`src/rtl/atomic_mem_ctrl.sv`:
```
module atomic_mem_ctrl #(
  parameter int NCORES  = 4,
  parameter int ADDR_W  = 6,
  parameter int DATA_W  = 32,
  parameter int DEPTH   = 2,
  parameter int LD_CYC  = 5,
  parameter int ST_CYC  = 4,
  parameter int TAS_CYC = 9,
  parameter int FAA_CYC = 10,
  localparam int CID_W  = (NCORES > 1) ? $clog2(NCORES) : 1
) (
  input  logic              clk,
  input  logic              rst_n,
  input  logic              req_valid,
  output logic              req_ready,
  input  logic [CID_W-1:0]  req_core,
  input  logic [1:0]        req_op,
  input  logic [ADDR_W-1:0] req_addr,
  input  logic [DATA_W-1:0] req_wdata,
  output logic              rsp_valid,
  input  logic              rsp_ready,
  output logic [CID_W-1:0]  rsp_core,
  output logic [DATA_W-1:0] rsp_data
);
  localparam int WORDS = 1 << ADDR_W;
  localparam int PW    = (DEPTH > 1) ? $clog2(DEPTH) : 1;
  localparam int M1    = (LD_CYC > ST_CYC) ? LD_CYC : ST_CYC;
  localparam int M2    = (TAS_CYC > FAA_CYC) ? TAS_CYC : FAA_CYC;
  localparam int MAXL  = (M1 > M2) ? M1 : M2;
  localparam int CW    = $clog2(MAXL + 1);
  localparam logic [1:0] OP_LD = 2'd0, OP_ST = 2'd1, OP_TAS = 2'd2, OP_FAA = 2'd3;

  logic [DATA_W-1:0] mem [WORDS];

  logic [CID_W-1:0]  q_core [DEPTH];
  logic [1:0]        q_op   [DEPTH];
  logic [ADDR_W-1:0] q_addr [DEPTH];
  logic [DATA_W-1:0] q_wd   [DEPTH];
  logic [PW-1:0]     wr_ptr, rd_ptr;
  logic [PW:0]       q_cnt;

  logic              busy;
  logic [CW-1:0]     cnt, lat_cur;
  logic [CID_W-1:0]  cur_core;
  logic [1:0]        cur_op;
  logic [ADDR_W-1:0] cur_addr;
  logic [DATA_W-1:0] cur_wd, rd_q, mod_q, wr_val;
  logic              push, start, last;

  function automatic logic [PW-1:0] nxt(input logic [PW-1:0] p);
    return (p == PW'(DEPTH - 1)) ? '0 : p + 1'b1;
  endfunction

  assign req_ready = (q_cnt != (PW+1)'(DEPTH));
  assign push      = req_valid && req_ready;
  assign start     = !busy && (!rsp_valid || rsp_ready) && (q_cnt != '0);
  assign last      = busy && (cnt == lat_cur);

  always_comb begin
    case (cur_op)
      OP_LD:   lat_cur = CW'(LD_CYC);
      OP_ST:   lat_cur = CW'(ST_CYC);
      OP_TAS:  lat_cur = CW'(TAS_CYC);
      default: lat_cur = CW'(FAA_CYC);
    endcase
  end

  always_comb begin
    case (cur_op)
      OP_ST:   wr_val = cur_wd;
      OP_TAS:  wr_val = DATA_W'(1);
      default: wr_val = mod_q;
    endcase
  end

  always_ff @(posedge clk) begin
    if (!rst_n) begin
      wr_ptr <= '0;
      rd_ptr <= '0;
      q_cnt  <= '0;
    end else begin
      if (push) begin
        q_core[wr_ptr] <= req_core;
        q_op[wr_ptr]   <= req_op;
        q_addr[wr_ptr] <= req_addr;
        q_wd[wr_ptr]   <= req_wdata;
        wr_ptr         <= nxt(wr_ptr);
      end
      if (start) rd_ptr <= nxt(rd_ptr);
      q_cnt <= q_cnt + (PW+1)'(push) - (PW+1)'(start);
    end
  end

  always_ff @(posedge clk) begin
    if (!rst_n) begin
      busy      <= 1'b0;
      cnt       <= '0;
      cur_core  <= '0;
      cur_op    <= OP_LD;
      cur_addr  <= '0;
      cur_wd    <= '0;
      rd_q      <= '0;
      mod_q     <= '0;
      rsp_valid <= 1'b0;
      rsp_core  <= '0;
      rsp_data  <= '0;
    end else begin
      if (start) begin
        busy     <= 1'b1;
        cnt      <= CW'(1);
        cur_core <= q_core[rd_ptr];
        cur_op   <= q_op[rd_ptr];
        cur_addr <= q_addr[rd_ptr];
        cur_wd   <= q_wd[rd_ptr];
      end else if (busy) begin
        cnt <= cnt + 1'b1;
        if (last) busy <= 1'b0;
      end
      if (busy && cnt == CW'(1)) rd_q <= mem[cur_addr];
      if (busy && cur_op == OP_FAA && cnt == lat_cur - 1'b1)
        mod_q <= cur_wd[0] ? rd_q - 1'b1 : rd_q + 1'b1;
      if (last) begin
        rsp_valid <= 1'b1;
        rsp_core  <= cur_core;
        rsp_data  <= (cur_op == OP_ST) ? '0 : rd_q;
      end else if (rsp_valid && rsp_ready) begin
        rsp_valid <= 1'b0;
      end
    end
  end

  always_ff @(posedge clk) begin
    if (!rst_n) begin
      for (int i = 0; i < WORDS; i++) mem[i] <= '0;
    end else if (last && cur_op != OP_LD) begin
      mem[cur_addr] <= wr_val;
    end
  end

  logic [NCORES-1:0] pend_q;
  always_ff @(posedge clk) begin
    if (!rst_n) pend_q <= '0;
    else begin
      for (int c = 0; c < NCORES; c++) begin
        if (push && req_core == CID_W'(c)) pend_q[c] <= 1'b1;
        else if (rsp_valid && rsp_ready && rsp_core == CID_W'(c)) pend_q[c] <= 1'b0;
      end
    end
  end

  a_r11_one_outstanding: assert property (@(posedge clk) disable iff (!rst_n)
    push |-> !pend_q[req_core]);
  a_r7_hold_on_stall: assert property (@(posedge clk) disable iff (!rst_n)
    (rsp_valid && !rsp_ready) |=> (rsp_valid && !busy && $stable(rsp_core) && $stable(rsp_data)));
  a_r2_count_in_range: assert property (@(posedge clk) disable iff (!rst_n)
    busy |-> (cnt >= CW'(1) && cnt <= lat_cur));
  a_r2_rsp_ends_service: assert property (@(posedge clk) disable iff (!rst_n)
    $rose(rsp_valid) |-> $past(busy) && !busy);
  a_r8_no_overflow: assert property (@(posedge clk) disable iff (!rst_n)
    q_cnt <= (PW+1)'(DEPTH));
  a_r10_atomic_window: assert property (@(posedge clk) disable iff (!rst_n)
    (busy && cur_op[1] && cnt >= CW'(2)) |-> (mem[cur_addr] == rd_q));
endmodule

```
`config.mk`:
```
export PLATFORM = sky130hd
export DESIGN_NAME = atomic_mem_ctrl
export DESIGN_NICKNAME = d
export VERILOG_FILES = /design/src/rtl/atomic_mem_ctrl.sv
export SDC_FILE = /design/constraint.sdc
export NUM_CORES = 2
export LEC_CHECK = 0
export ABC_AREA = 1
export BUFFER_PORTS_ARGS = -buffer_cell sky130_fd_sc_hd__buf_2
export CORE_MARGIN = 8
export CORE_UTILIZATION = 43
export CTS_CLUSTER_SIZE = 24
export DETAILED_ROUTE_END_ITERATION = 10
export PLACE_DENSITY = 0.55
export SETUP_SLACK_MARGIN = 0.2
export SLEW_MARGIN = 10
export SYNTH_ARGS = -nofsm -noshare
export SYNTH_HDL_FRONTEND = slang
export SYNTH_SLANG_ARGS = --single-unit
export TNS_END_PERCENT = 10
```
`constraint.sdc`:
```
create_clock -name clk -period 10.6 [get_ports clk]
set_input_delay 1.06 -clock clk [delete_from_list [all_inputs] [get_ports clk]]
set_output_delay 1.06 -clock clk [all_outputs]
set_load 0.01 [all_outputs]
```
* Word level (Yosys, flattened, before mapping)
Memories as Yosys holds them, arrays and structs flattened. A register that Yosys moved wholly into a read port is not among the register bits.
Cells that the tools add are included.
W data, S select, Z words.
** Cells by class
- $add $sub $neg :: 8
- Muxes and demuxes :: 23
- Reductions and logical operators :: 24
- Eq/ne operators :: 7
- Bitwise operators :: 1
** Operator list (number)
- $mux W32 :: 3
- $pmux W32 S2 :: 1
- $add A32 B1 Y32 const B :: 1
- $reduce_or A32 Y1 :: 1
- $sub A32 B1 Y32 const B :: 1
- $mux W1 :: 17
- $pmux W4 S3 :: 1
- $logic_and A1 B1 Y1 :: 9
- $eq A4 B4 Y1 :: 2
- $reduce_bool A2 Y1 :: 4
- $logic_not A1 Y1 :: 7
- $mux W6 :: 1
- $add A4 B1 Y4 const B :: 1
- $eq A2 B2 Y1 const B :: 2
- $eq A4 B1 Y1 const B :: 1
- $sub A4 B1 Y4 const B :: 1
- $add A1 B1 Y1 const B :: 2
- $add A2 B1 Y2 :: 1
- $eq A2 B1 Y1 const B :: 1
- $logic_not A2 Y1 :: 1
- $ne A2 B2 Y1 const B :: 1
- $reduce_or A2 Y1 :: 1
- $sub A2 B1 Y2 :: 1
- $logic_or A1 B1 Y1 :: 1
- $not A1 Y1 :: 1
** Storage, ports and cells
- Memories kept :: 5
- Bits in registers :: 76
- Input bits :: 46
- RAM bits :: 2132
- Word-level logic and storage cells :: 78
- Output and inout bits :: 36
** Memory list
- mem :: depth 64, bits a word 32, rd ports 1, clocked after memory_dff 1, write ports 64, line 33 : logic [DATA_W-1:0] mem [WORDS];
- q_wd :: depth 2, bits a word 32, rd ports 1, clocked after memory_dff 1, write ports 1, line 38 : logic [DATA_W-1:0] q_wd [DEPTH];
- q_addr :: depth 2, bits a word 6, rd ports 1, clocked after memory_dff 1, write ports 1, line 37 : logic [ADDR_W-1:0] q_addr [DEPTH];
- q_core :: depth 2, bits a word 2, rd ports 1, clocked after memory_dff 1, write ports 1, line 35 : logic [CID_W-1:0] q_core [DEPTH];
- q_op :: depth 2, bits a word 2, rd ports 1, clocked after memory_dff 1, write ports 1, line 36 : logic [1:0] q_op [DEPTH];

* Depth between registers and ports, before layout
- Word-level depth :: 10
- Depth in mapped cells :: 17

* Least setup slack after synthesis
OpenSTA, ideal clock, no wires.
- Kind :: input port to flip-flop
- From :: input port rst_n
- To :: memory q_addr[1][0], enable pin
- Buffers on the path :: 2
- Setup time :: 0.493 ns
- Path slack :: 5.522 ns
- Arrival :: 4.584 ns
- Stages :: 4
- Cells stage by stage :: clkbuf_1 inv_2 clkbuf_1 nor3_1
** Between the ends
- Longest elaborated chain between the ends :: 2
** Ends and longest elaborated chain
- from (decl) :: line 13 : input logic rst_n,
- $mux W1 :: line 77 : if (!rst_n) begin
- $mux W1 (not written as such) :: line 85 : q_addr[wr_ptr] <= req_addr;
- to (decl) :: line 37
Every way passes these cells.

==> results_dict.tcl <==
set metrics [dict create \
    status "finished, final reports clean" \
    fin_cells 15400 \
    synth_top_flop_cell "edfxtp_1" \
    fin_nets 12000 \
    drive_gt1_share_pct 6.07 \
    cts-resized-gates 0 \
    ctsRootBufferMaster "clkbuf_16" \
    synth.net_count 12400 \
    drt_iter0_markers 11000 \
    placed_cell_area_mm2 0.109 \
    ys_types 36 \
    grt_max_degree 198 \
    p_leak_nw 47.8 \
    ant_nets 0 \
    pre_cts_ws_ns 4.65 \
    power.density_mw_per_mm2 242 \
    fin_area_mm2 0.117 \
    fin_ws_ns 4.76 \
    synth_edf_count 2132 \
    finalPower_mw 28.4 \
    met3_usage_pct 5.01 \
    fin_setup_tns_ns 0 \
    fillers 23700 \
    yosys_warnings 0 \
    cts_buffer_depth 3 \
    route.detailed.drc 0 \
    dpl.cell_count 15000 \
    grt_first_pass_wirelength_um 530000 \
    synth_simple_gate_area_share_pct 30.0 \
    clock-sinks 2282 \
    crit_type "register to register" \
    grt_overflow 0 \
    grt_pass1_vias 76800 \
    max_freq_mhz 171 \
    synth-seq-cells 2282 \
    synthAdderAreaFrac_pct 0.489 \
    required_ns 11.19 \
    cap_violations 0 \
    routabilityCongestion 0.985 \
    avgSynthCellArea_um2 8.66 \
    finalMaxSlewViolations 0 \
    crit_fanout 64 \
    busiest_layer "met2" \
    ir_worst_vdd_v 0.000206 \
    synth_compound_area_share_pct 2.03 \
    finClkSkew_ns 0.0676 \
    clkSlewWorstSetupHoldPaths_ns 0.06 \
    max_slew_margin_pct 20.9 \
    viasPerCell 5.35 \
    die_y_um 514 \
    synth_xor_xnor_area_share_pct 0.156 \
    antenna_found_initial 18 \
    grt_use_met2_pct 39.5 \
    cts_buffers 241 \
    seqCellArea_mm2 0.0670 \
    netlist_area_mm2 0.106 \
    cts_tree "done" \
    endpoint_kind "register" \
    min_period_ns 5.84 \
    wl_per_cell_um 23.8 \
    die_area_mm2 0.264 \
    htreeDepth 4 \
    die_width_um 514 \
    ys_top_cells_by_area "edfxtp_1 60%, nand2_1 21%, nor2_1 7.7%" \
    use_met1_pct 39.5 \
    timing.final.crit_share_pct 55.1 \
    post_cts_buffers 0 \
    synthArstFlopShare_pct 0 \
    io_pins 82 \
    clock_latency_ns 0.92 \
    startpoint_type "register" \
    finalSetupViolCount 0 \
    synthCells 12300 \
    crit_arrival_ns 6.43 \
    place_hpwl_um 228000 \
    synth.yosys.seq_area_share_pct 63.0 \
    hold_slack_ns 0.345 \
    worst_pin_slew_ns 1.19 \
    utilization_pct 47.6 \
    core_mm2 0.246 \
    finalHoldViolations 0 \
    hp-class "input pin to register" \
    wl_um 368000 \
    ctsHoldBuffers 0 \
    rsz0062_at_grt "false" \
    multi_input_area_mm2 0.0348 \
    routed-via-count 82500 \
    synthTopCellsByCount "5925 x nand2_1, 2183 x nor2_1, 2132 x edfxtp_1, 775 x clkbuf_1, 300 x inv_1" \
    area_growth_pct 9.94 \
    io_buffer_count 81 \
    grtUsageTotal_pct 27.0 \
    yosysMostFrequentCell "nand2_1" \
    muxShareOfSynthArea_pct 0 \
    yosysTopAreaCell "edfxtp_1" \
    yosysTopAreaCellShare_pct 60.1 \
    synth_top_family_by_area "simple AND/OR/NAND/NOR gates" \
    drtPass1Iterations 6 \
    start_util_pct 43.3 \
    rows 182 \
]
final cells by class:
type	count	share of cell area [%]
Multi-Input combinational cell	8780	29.8
Inverter	335	1.15
Timing Repair Buffer	257	1.54
Antenna cell	7	0.0150
Clock inverter	143	1.19
Sequential cell	2282	57.3
Clock buffer	309	5.52
Tap cell	3312	3.54
placed cells by master, fill, tap and decap left out, drive strengths merged, types with 24 or more instances in the layout:
cell type | Yosys | routed
a31oi | 42 | 42
a21oi | 185 | 185
nor2 | 2184 | 2184
inv | 334 | 319
o22ai | 25 | 25
nor3 | 24 | 24
o31ai | 24 | 24
dfxtp | 150 | 150
nand3 | 174 | 174
ha | 40 | 40
buf | 116 | 257
nand2 | 5925 | 5925
clkbuf | 775 | 309
o21ai | 120 | 120
clkinv | 1 | 133
edfxtp | 2132 | 2132
power by group:
| group | leakage (nW) | switching [mW] | internal [mW] | total, mW |
|---|---|---|---|---|
| Sequential | 23.1 | 0.266 | 10.2 | 10.5 |
| Clock | 3.84 | 3.67 | 4.82 | 8.49 |
| Combinational | 20.8 | 7.50 | 1.86 | 9.35 |
cells by family after synthesis:
logic type,after synthesis
XOR/XNOR,19
adder cells (fa/ha/maj),41
buffers and inverters,1226
AO/OA/AOI/OAI,401
flip-flops,2282
AND/OR/NAND/NOR,8319
per-layer routing:
metal	routed length (µm)	vias up
met5	0	-
met4	17700	0
met3	36000	595
met2	156000	3904
met1	158000	39900
li1	-	38100
critical path: stages (launching register included):
cell,delay (ns)
dfxtp_1,0.45
ha_1,0.94
o21ai_1,0.21
xor2_1,0.24
nand4_2,0.72
nor2_4,0.34
buf_12,0.46
nand3_2,0.75
nand2_1,0.86
buf_4,0.37
worst paths after layout:
kind	startpoint	end	depth (start not counted)	slack (ns)
max	cur_op[0]	mem[45][18]	9	4.76
min	req_wdata[18]	q_wd[0][18]	1	0.34
max reg2reg	cur_op[0]	mem[45][18]	9	4.76
min reg2reg	mod_q[2]	mod_q[2]	2	0.46
registers in the layout, indices dropped and copies added (netlist names):
| signal | count |
|---|---|
| mem | 2048 |
| q_wd | 64 |
| cur_wd | 32 |
| mod_q | 32 |
| rd_q | 32 |
| rsp_data | 32 |
| q_addr | 12 |
| cur_addr | 6 |
| cnt | 4 |
| q_core | 4 |
| q_op | 4 |
| cur_core | 2 |
| cur_op | 2 |
| q_cnt | 2 |
| rsp_core | 2 |
| busy | 1 |
| rd_ptr | 1 |
| rsp_valid | 1 |
| wr_ptr | 1 |
Power figures use the tool's default switching activity.
